[config.mk]
export PLATFORM = sky130hd
export DESIGN_NAME = jtag_stat_reader
export DESIGN_NICKNAME = d
export VERILOG_FILES = /design/src/rtl/jsr_pkg.sv /design/src/rtl/tck_pacer.sv /design/src/rtl/seq_ctrl.sv /design/src/rtl/status_capture.sv /design/src/rtl/jtag_stat_reader.sv
export SDC_FILE = /design/constraint.sdc
export NUM_CORES = 1
export LEC_CHECK = 0
export BUFFER_PORTS_ARGS = -buffer_cell sky130_fd_sc_hd__buf_2
export CORE_UTILIZATION = 52
export CTS_CLUSTER_SIZE = 30
export DETAILED_ROUTE_END_ITERATION = 6
export PLACE_DENSITY = 0.73
export SYNTH_ARGS = -nofsm -noshare
export SYNTH_HDL_FRONTEND = slang
export SYNTH_SLANG_ARGS = --single-unit
[constraint.sdc]
create_clock -name clk -period 4.6 [get_ports clk]
set_clock_uncertainty 0.2 [all_clocks]
set_input_delay 0.69 -clock clk [delete_from_list [all_inputs] [get_ports clk]]
set_output_delay 0.69 -clock clk [all_outputs]
set_load 0.02 [all_outputs]
[src/rtl/jsr_pkg.sv]
package jsr_pkg;

    typedef enum logic [3:0] {
        ST_IDLE,
        ST_TLR,
        ST_RTI,
        ST_SEL_IR,
        ST_SH_IR,
        ST_UPD_IR,
        ST_SEL_DR,
        ST_SH_PKT,
        ST_SH_RD,
        ST_UPD_DR,
        ST_FINISH
    } seq_state_e;

    localparam int TLR_CLKS    = 5;
    localparam int RTI_CLKS    = 1;
    localparam int SEL_IR_CLKS = 4;
    localparam int SEL_DR_CLKS = 3;
    localparam int UPD_CLKS    = 2;

endpackage

[src/rtl/tck_pacer.sv]
module tck_pacer #(
    parameter int HALF_CYC = 2
) (
    input  logic clk,
    input  logic rst_n,
    input  logic run,
    output logic tck,
    output logic rise_evt,
    output logic fall_evt
);
    localparam int CNT_W = (HALF_CYC > 1) ? $clog2(HALF_CYC) : 1;

    logic [CNT_W-1:0] cnt_q;
    logic             tck_q;
    logic             at_end;

    always_comb begin
        at_end   = (cnt_q == CNT_W'(HALF_CYC - 1));
        rise_evt = run && at_end && !tck_q;
        fall_evt = run && at_end && tck_q;
    end

    always_ff @(posedge clk or negedge rst_n) begin
        if (!rst_n) begin
            cnt_q <= '0;
            tck_q <= 1'b0;
        end else if (!run) begin
            cnt_q <= '0;
            tck_q <= 1'b0;
        end else if (at_end) begin
            cnt_q <= '0;
            tck_q <= ~tck_q;
        end else begin
            cnt_q <= cnt_q + 1'b1;
        end
    end

    assign tck = tck_q;

endmodule

[src/rtl/seq_ctrl.sv]
module seq_ctrl
    import jsr_pkg::*;
#(
    parameter int            IR_LEN  = 5,
    parameter int            PKT_LEN = 64,
    parameter int            STAT_W  = 32,
    parameter logic [IR_LEN-1:0]  OP_WR = 5'b00101,
    parameter logic [IR_LEN-1:0]  OP_RD = 5'b00100,
    parameter logic [PKT_LEN-1:0] PKT   = 64'h2800E001_00000000
) (
    input  logic clk,
    input  logic rst_n,
    input  logic start,
    input  logic rise_evt,
    input  logic fall_evt,
    input  logic tck_lvl,
    output logic run,
    output logic busy,
    output logic tms,
    output logic tdi,
    output logic smp_en,
    output logic start_acc,
    output logic finish,
    output logic done
);
    localparam int MAXL0 = (PKT_LEN > IR_LEN) ? PKT_LEN : IR_LEN;
    localparam int MAXL  = (MAXL0 > STAT_W) ? MAXL0 : STAT_W;
    localparam int CW    = $clog2(MAXL + 1);

    seq_state_e        state_q, state_d;
    logic [CW-1:0]     cnt_q;
    logic [CW-1:0]     len;
    logic              rd_ph_q;
    logic              last;
    logic              tms_nx, tdi_nx;
    logic              tms_q, tdi_q, done_q;
    logic [IR_LEN-1:0] opcode;
    int unsigned       bit_idx;

    // Phase length and end-of-phase detection
    always_comb begin
        unique case (state_q)
            ST_TLR:    len = CW'(TLR_CLKS);
            ST_RTI:    len = CW'(RTI_CLKS);
            ST_SEL_IR: len = CW'(SEL_IR_CLKS);
            ST_SH_IR:  len = CW'(IR_LEN);
            ST_UPD_IR: len = CW'(UPD_CLKS);
            ST_SEL_DR: len = CW'(SEL_DR_CLKS);
            ST_SH_PKT: len = CW'(PKT_LEN);
            ST_SH_RD:  len = CW'(STAT_W);
            ST_UPD_DR: len = CW'(UPD_CLKS);
            default:   len = CW'(1);
        endcase
        last = (cnt_q == len - 1'b1);
    end

    // Next-state logic
    always_comb begin
        state_d = state_q;
        unique case (state_q)
            ST_IDLE:   if (start) state_d = ST_TLR;
            ST_TLR:    if (rise_evt && last) state_d = ST_RTI;
            ST_RTI:    if (rise_evt && last) state_d = ST_SEL_IR;
            ST_SEL_IR: if (rise_evt && last) state_d = ST_SH_IR;
            ST_SH_IR:  if (rise_evt && last) state_d = ST_UPD_IR;
            ST_UPD_IR: if (rise_evt && last) state_d = ST_SEL_DR;
            ST_SEL_DR: if (rise_evt && last) state_d = rd_ph_q ? ST_SH_RD : ST_SH_PKT;
            ST_SH_PKT: if (rise_evt && last) state_d = ST_UPD_DR;
            ST_SH_RD:  if (rise_evt && last) state_d = ST_UPD_DR;
            ST_UPD_DR: if (rise_evt && last) state_d = rd_ph_q ? ST_FINISH : ST_SEL_IR;
            ST_FINISH: if (!tck_lvl) state_d = ST_IDLE;
            default:   state_d = ST_IDLE;
        endcase
    end

    // Pin values for the clock that follows the next falling edge
    always_comb begin
        opcode  = rd_ph_q ? OP_RD : OP_WR;
        bit_idx = 32'(cnt_q);
        tms_nx  = 1'b0;
        tdi_nx  = 1'b0;
        unique case (state_q)
            ST_TLR:    tms_nx = 1'b1;
            ST_SEL_IR: tms_nx = (cnt_q < CW'(2));
            ST_SH_IR: begin
                tms_nx = last;
                tdi_nx = opcode[bit_idx];
            end
            ST_UPD_IR: tms_nx = (cnt_q == '0);
            ST_SEL_DR: tms_nx = (cnt_q == '0);
            ST_SH_PKT: begin
                tms_nx = last;
                tdi_nx = PKT[PKT_LEN - 1 - bit_idx];
            end
            ST_SH_RD:  tms_nx = last;
            ST_UPD_DR: tms_nx = (cnt_q == '0);
            default:   tms_nx = 1'b0;
        endcase
    end

    always_comb begin
        start_acc = (state_q == ST_IDLE) && start;
        finish    = (state_q == ST_FINISH) && !tck_lvl;
        smp_en    = rise_evt && (state_q == ST_SH_RD);
        busy      = (state_q != ST_IDLE);
        run       = busy && !((state_q == ST_FINISH) && !tck_lvl);
    end

    // State register
    always_ff @(posedge clk or negedge rst_n) begin
        if (!rst_n) begin
            state_q <= ST_IDLE;
            cnt_q   <= '0;
            rd_ph_q <= 1'b0;
        end else begin
            state_q <= state_d;
            if (state_d != state_q)
                cnt_q <= '0;
            else if (rise_evt)
                cnt_q <= cnt_q + 1'b1;
            if (start_acc)
                rd_ph_q <= 1'b0;
            else if (state_q == ST_UPD_DR && state_d == ST_SEL_IR)
                rd_ph_q <= 1'b1;
        end
    end

    // Output register
    always_ff @(posedge clk or negedge rst_n) begin
        if (!rst_n) begin
            tms_q  <= 1'b0;
            tdi_q  <= 1'b0;
            done_q <= 1'b0;
        end else begin
            if (start_acc) begin
                tms_q <= 1'b1;
                tdi_q <= 1'b0;
            end else if (fall_evt) begin
                tms_q <= tms_nx;
                tdi_q <= tdi_nx;
            end
            if (start_acc)
                done_q <= 1'b0;
            else if (finish)
                done_q <= 1'b1;
        end
    end

    assign tms  = tms_q;
    assign tdi  = tdi_q;
    assign done = done_q;


    pins_steady_chk: assert property (@(posedge clk) disable iff (!rst_n)
        (tck_lvl && $past(tck_lvl)) |-> ($stable(tms_q) && $stable(tdi_q)));


    tlr_entry_chk: assert property (@(posedge clk) disable iff (!rst_n)
        $rose(busy) |-> tms_q);

endmodule

[src/rtl/status_capture.sv]
module status_capture #(
    parameter int                STAT_W = 32,
    parameter logic [STAT_W-1:0] EXPECT = 32'h00007F5E
) (
    input  logic              clk,
    input  logic              rst_n,
    input  logic              start_acc,
    input  logic              smp_en,
    input  logic              finish,
    input  logic              tdo,
    output logic [STAT_W-1:0] word,
    output logic              crc_err,
    output logic              mismatch
);
    localparam int SCW = $clog2(STAT_W + 1) + 1;

    logic [STAT_W-1:0] sr_q;
    logic              crc_q, mis_q;
    logic [SCW-1:0]    smp_cnt_q;

    always_ff @(posedge clk or negedge rst_n) begin
        if (!rst_n) begin
            sr_q  <= '0;
            crc_q <= 1'b0;
            mis_q <= 1'b0;
        end else begin
            if (smp_en)
                sr_q <= {sr_q[STAT_W-2:0], tdo};
            if (start_acc) begin
                crc_q <= 1'b0;
                mis_q <= 1'b0;
            end else if (finish) begin
                crc_q <= sr_q[0];
                mis_q <= (sr_q != EXPECT);
            end
        end
    end

    // Sample counter kept for the capture-length check
    always_ff @(posedge clk or negedge rst_n) begin
        if (!rst_n)
            smp_cnt_q <= '0;
        else if (start_acc)
            smp_cnt_q <= '0;
        else if (smp_en)
            smp_cnt_q <= smp_cnt_q + 1'b1;
    end

    assign word     = sr_q;
    assign crc_err  = crc_q;
    assign mismatch = mis_q;


    capture_len_chk: assert property (@(posedge clk) disable iff (!rst_n)
        finish |-> (smp_cnt_q == SCW'(STAT_W)));


    mismatch_hold_chk: assert property (@(posedge clk) disable iff (!rst_n)
        (!start_acc && !finish) |=> $stable(mis_q));

endmodule

[src/rtl/jtag_stat_reader.sv]
module jtag_stat_reader
    import jsr_pkg::*;
#(
    parameter int                 HALF_CYC = 2,
    parameter int                 IR_LEN   = 5,
    parameter int                 PKT_LEN  = 64,
    parameter int                 STAT_W   = 32,
    parameter logic [IR_LEN-1:0]  OP_WR    = 5'b00101,
    parameter logic [IR_LEN-1:0]  OP_RD    = 5'b00100,
    parameter logic [PKT_LEN-1:0] PKT      = 64'h2800E001_00000000,
    parameter logic [STAT_W-1:0]  EXPECT   = 32'h00007F5E
) (
    input  logic              clk,
    input  logic              rst_n,
    input  logic              start,
    input  logic              tdo,
    output logic              tck,
    output logic              tms,
    output logic              tdi,
    output logic              busy,
    output logic              done,
    output logic [STAT_W-1:0] stat_word,
    output logic              crc_err,
    output logic              stat_mismatch
);
    logic run, rise_evt, fall_evt;
    logic smp_en, start_acc, finish;

    tck_pacer #(.HALF_CYC(HALF_CYC)) u_pacer (
        .clk      (clk),
        .rst_n    (rst_n),
        .run      (run),
        .tck      (tck),
        .rise_evt (rise_evt),
        .fall_evt (fall_evt)
    );

    seq_ctrl #(
        .IR_LEN  (IR_LEN),
        .PKT_LEN (PKT_LEN),
        .STAT_W  (STAT_W),
        .OP_WR   (OP_WR),
        .OP_RD   (OP_RD),
        .PKT     (PKT)
    ) u_seq (
        .clk       (clk),
        .rst_n     (rst_n),
        .start     (start),
        .rise_evt  (rise_evt),
        .fall_evt  (fall_evt),
        .tck_lvl   (tck),
        .run       (run),
        .busy      (busy),
        .tms       (tms),
        .tdi       (tdi),
        .smp_en    (smp_en),
        .start_acc (start_acc),
        .finish    (finish),
        .done      (done)
    );

    status_capture #(
        .STAT_W (STAT_W),
        .EXPECT (EXPECT)
    ) u_cap (
        .clk       (clk),
        .rst_n     (rst_n),
        .start_acc (start_acc),
        .smp_en    (smp_en),
        .finish    (finish),
        .tdo       (tdo),
        .word      (stat_word),
        .crc_err   (crc_err),
        .mismatch  (stat_mismatch)
    );


    tck_idle_chk: assert property (@(posedge clk) disable iff (!rst_n)
        !busy |-> !tck);


    done_hold_chk: assert property (@(posedge clk) disable iff (!rst_n)
        (done && !start) |=> done);

endmodule

==> results.cfg <==
[synth]
synthTopCellsByArea = dfrtp_1 (42%), mux2_2 (12%), ha_1 (5.0%), nor4_1 (2.9%), a21oi_1 (2.8%)
synth_compound_area_share_pct = 15.97
synth_edf_count = 0
seq_area_frac_synth_pct = 42.10
synthAdderAreaFrac_pct = 4.953
synthXorXnorAreaFrac_pct = 3.137
synthCells = 293
yosys.area_share.simple_pct = 15.11
synth.top_cell.area_share_pct = 42.10
yosysWarnings = 0
synth_ff_type = dfrtp_1
ys_ff_latch = 51
synth_cell_types = 54
synth_top_family_by_area = compound AO/OA/AOI/OAI gates
synth.most_common_cell = dfrtp_1
netlist_area_sq_um = 3032
syn_avg_cell_area_sq_um = 10.35
ys_top_cells_by_count = dfrtp_1 (51), mux2_2 (33), a21oi_1 (17)
syn-num-nets = 309
synth_top_cell_by_area = dfrtp_1
synthArstFlopShare_pct = 100.0
synth_mux_area_share_pct = 14.36

[clocking]
cts_made_buffers = 5
clkSlewWorstSetupHoldPaths_ns = 0.08
post_cts_buffers = 0
cts-root-buf = clkbuf_8
cts_tree = yes
clock_latency_ns = 0.30
cts_resized = 0
cts_sinks = 51
h-tree-depth = 2
ctsHoldBuffers = 0
cts_buffer_depth = 2

[power_and_ir_drop]
power_uw = 735.9
p_per_area_nw_per_um2 = 218.3
ir_drop_mv = 0.2186
power.leakage_uw = 0.001691

[global_routing]
grt_pass1_wl_um = 11270
grt_overflow = 0
track_usage_pct = 23.74
antenna_found_initial = 0
grt_pass1_vias = 2326
grt_start_max_net_pins = 52

[worst_setup_path]
crit_path_max_incr_delay_ns = 0.62
start_kind = flip-flop
rrSetupSlack_ns = 0.53
cp_data_required_time_ns = 4.56
slowest_stage = dfrtp_1
crit_chain = inv_2, nand2_1, o22ai_1, ha_1, ha_1, xnor2_1, nor3_1, nand3_1, nor3_1, o21ai_0, o211ai_1, nor4_1
worstSetupPathType = reg -> reg
critPathArrivalTime_ns = 4.03
crit_fanout = 20
critPathCaptureType = flip-flop

[timing]
setup-tns-final_ns = 0
fmax_mhz = 245.4
finalWorstSetupSlack_ns = 0.5254
drv_slew = 0
hold_viol = 0
slew_headroom_pct = 57.89
timing.hold.ws_ns = 0.2880
fin_crit_ns = 4.075
rsz0062_at_grt = no
worst_slew_pin_slew_ns = 0.6316
setup_violations = 0
fin_crit_sh_pct = 88.58

[drt]
wirelength_um = 6950
first_pass_iters = 5
vias_per_cell = 6.171
drcViolationCount = 0
vias = 2487
drtIter0Drc = 267
final_antenna_net_count = 0
drt-wirelength-per-cell_um = 17.25

[placement]
dp_slack_ns = 0.5831
gp_congestion = 0.9224
io_buffer_count = 42
hpwl_um = 5005

[floorplan]
fp.dieArea_sq_um = 6140
die_x_um = 78.36
core-area_sq_um = 5574
fp.dieH_um = 78.36
initial_core_util_pct = 54.39
ios = 43
num_rows = 27

[run]
drv_cap = 0

[worst_hold_path]
hold_path.class = in -> async

[outcome]
outcome = completed

[final_layout]
drive_above_1_share_pct = 28.10
layout.nets = 346
areaGrowthSynthToFinish_pct = 11.18
diodes = 0
[flip-flops by register name (all words and copies together), names as in the netlist]
name	count
u_pacer.at_end	1
u_pacer.tck	1
u_seq.cnt_q	7
u_seq.done	1
u_cap.mismatch	1
u_seq.tms	1
u_seq.state_q	4
u_seq.tdi	1
u_seq.rd_ph_q	1
u_cap.word	32
u_cap.crc_err	1
[layout make-up]
| cell class | instances | area, sq um |
|---|---|---|
| fillers | 495 | 2203 |
| well taps | 72 | 90.09 |
| repair buffers | 45 | 232.7 |
| flip-flops and latches | 51 | 1276 |
| multi-input cells | 214 | 1623 |
| clock buffers | 8 | 100.1 |
| inverters | 13 | 48.80 |
[critical path, delay by kind of cell, from the launching register on]
kind | cells | cell delay, ns
compound gates | 3 | 1.10
xor+xnor | 1 | 0.13
buf+inv | 1 | 0.22
fa+ha+maj | 2 | 0.52
flops | 1 | 0.62
simple gates | 5 | 1.14
[power by group]
group	switching, uW	leakage (uW)	internal [uW]
registers	0.541	0.000682	448
logic	9.67	0.000958	2.14
clock network	138	0.0000515	137
[cells in the final DEF (no fill, tap or decap), types with 3 or more instances in the layout]
cell / instances
o2111ai_1: 3
nor3b_1: 3
mux2i_1: 5
nor2b_1: 5
clkbuf_8: 7
nand3_1: 10
dfrtp_1: 51
xnor2_1: 6
nand4_1: 6
xor2_1: 3
a21oi_1: 17
mux2_2: 33
o21ai_0: 14
a22oi_1: 4
buf_2: 42
nand2_1: 15
ha_1: 12
inv_1: 12
nor4_1: 14
a31oi_1: 3
nor3_1: 3
o211ai_1: 4
nor2_1: 14
o22ai_1: 3
buf_4: 3
nand2b_1: 4
[per-layer routing]
layer	vias up	track usage [%]	share of wire, %	wire length (um)
li1	1169	-	-	-
met1	1213	31.26	44	3038
met2	97	39.82	49	3432
met3	8	3.837	5.7	394
met4	0	7.963	1.2	84
met5	-	0	0	0
[final timing paths]
kind | from | endpoint | cells past startpoint
max in group asynchronous | rst_n | u_cap.word[0] | 2
hold reg to reg | u_pacer.at_end | u_pacer.at_end | 1
setup reg to reg | u_seq.state_q[2] | u_seq.cnt_q[3] | 12
setup / recovery | u_seq.state_q[2] | u_seq.cnt_q[3] | 12
min in group clk | u_pacer.at_end | u_pacer.at_end | 1
hold / removal | rst_n | u_cap.word[25] | 2
[cell families (layout without fill, tap and decap cells)]
family          Yosys count  after routing
flops                    51             51
xor+xnor                 10             10
simple gates             84             84
fa+ha+maj                12             12
compound gates           69             69
buf+inv                  28             66
mux                      39             39
[stage by stage]
| step | instances | instance area (sq um) | utilization [%] |
|---|---|---|---|
| CTS | 403 | 3371 | 60.47 |
| floorplan | 293 | 3032 | - |
| detailed placement | 395 | 3271 | 58.68 |
| finish | 403 | 3371 | 60.47 |
| global route | 403 | 3371 | 60.47 |
| global placement | 395 | 3271 | 58.68 |
(Power assumes the default switching activity.)
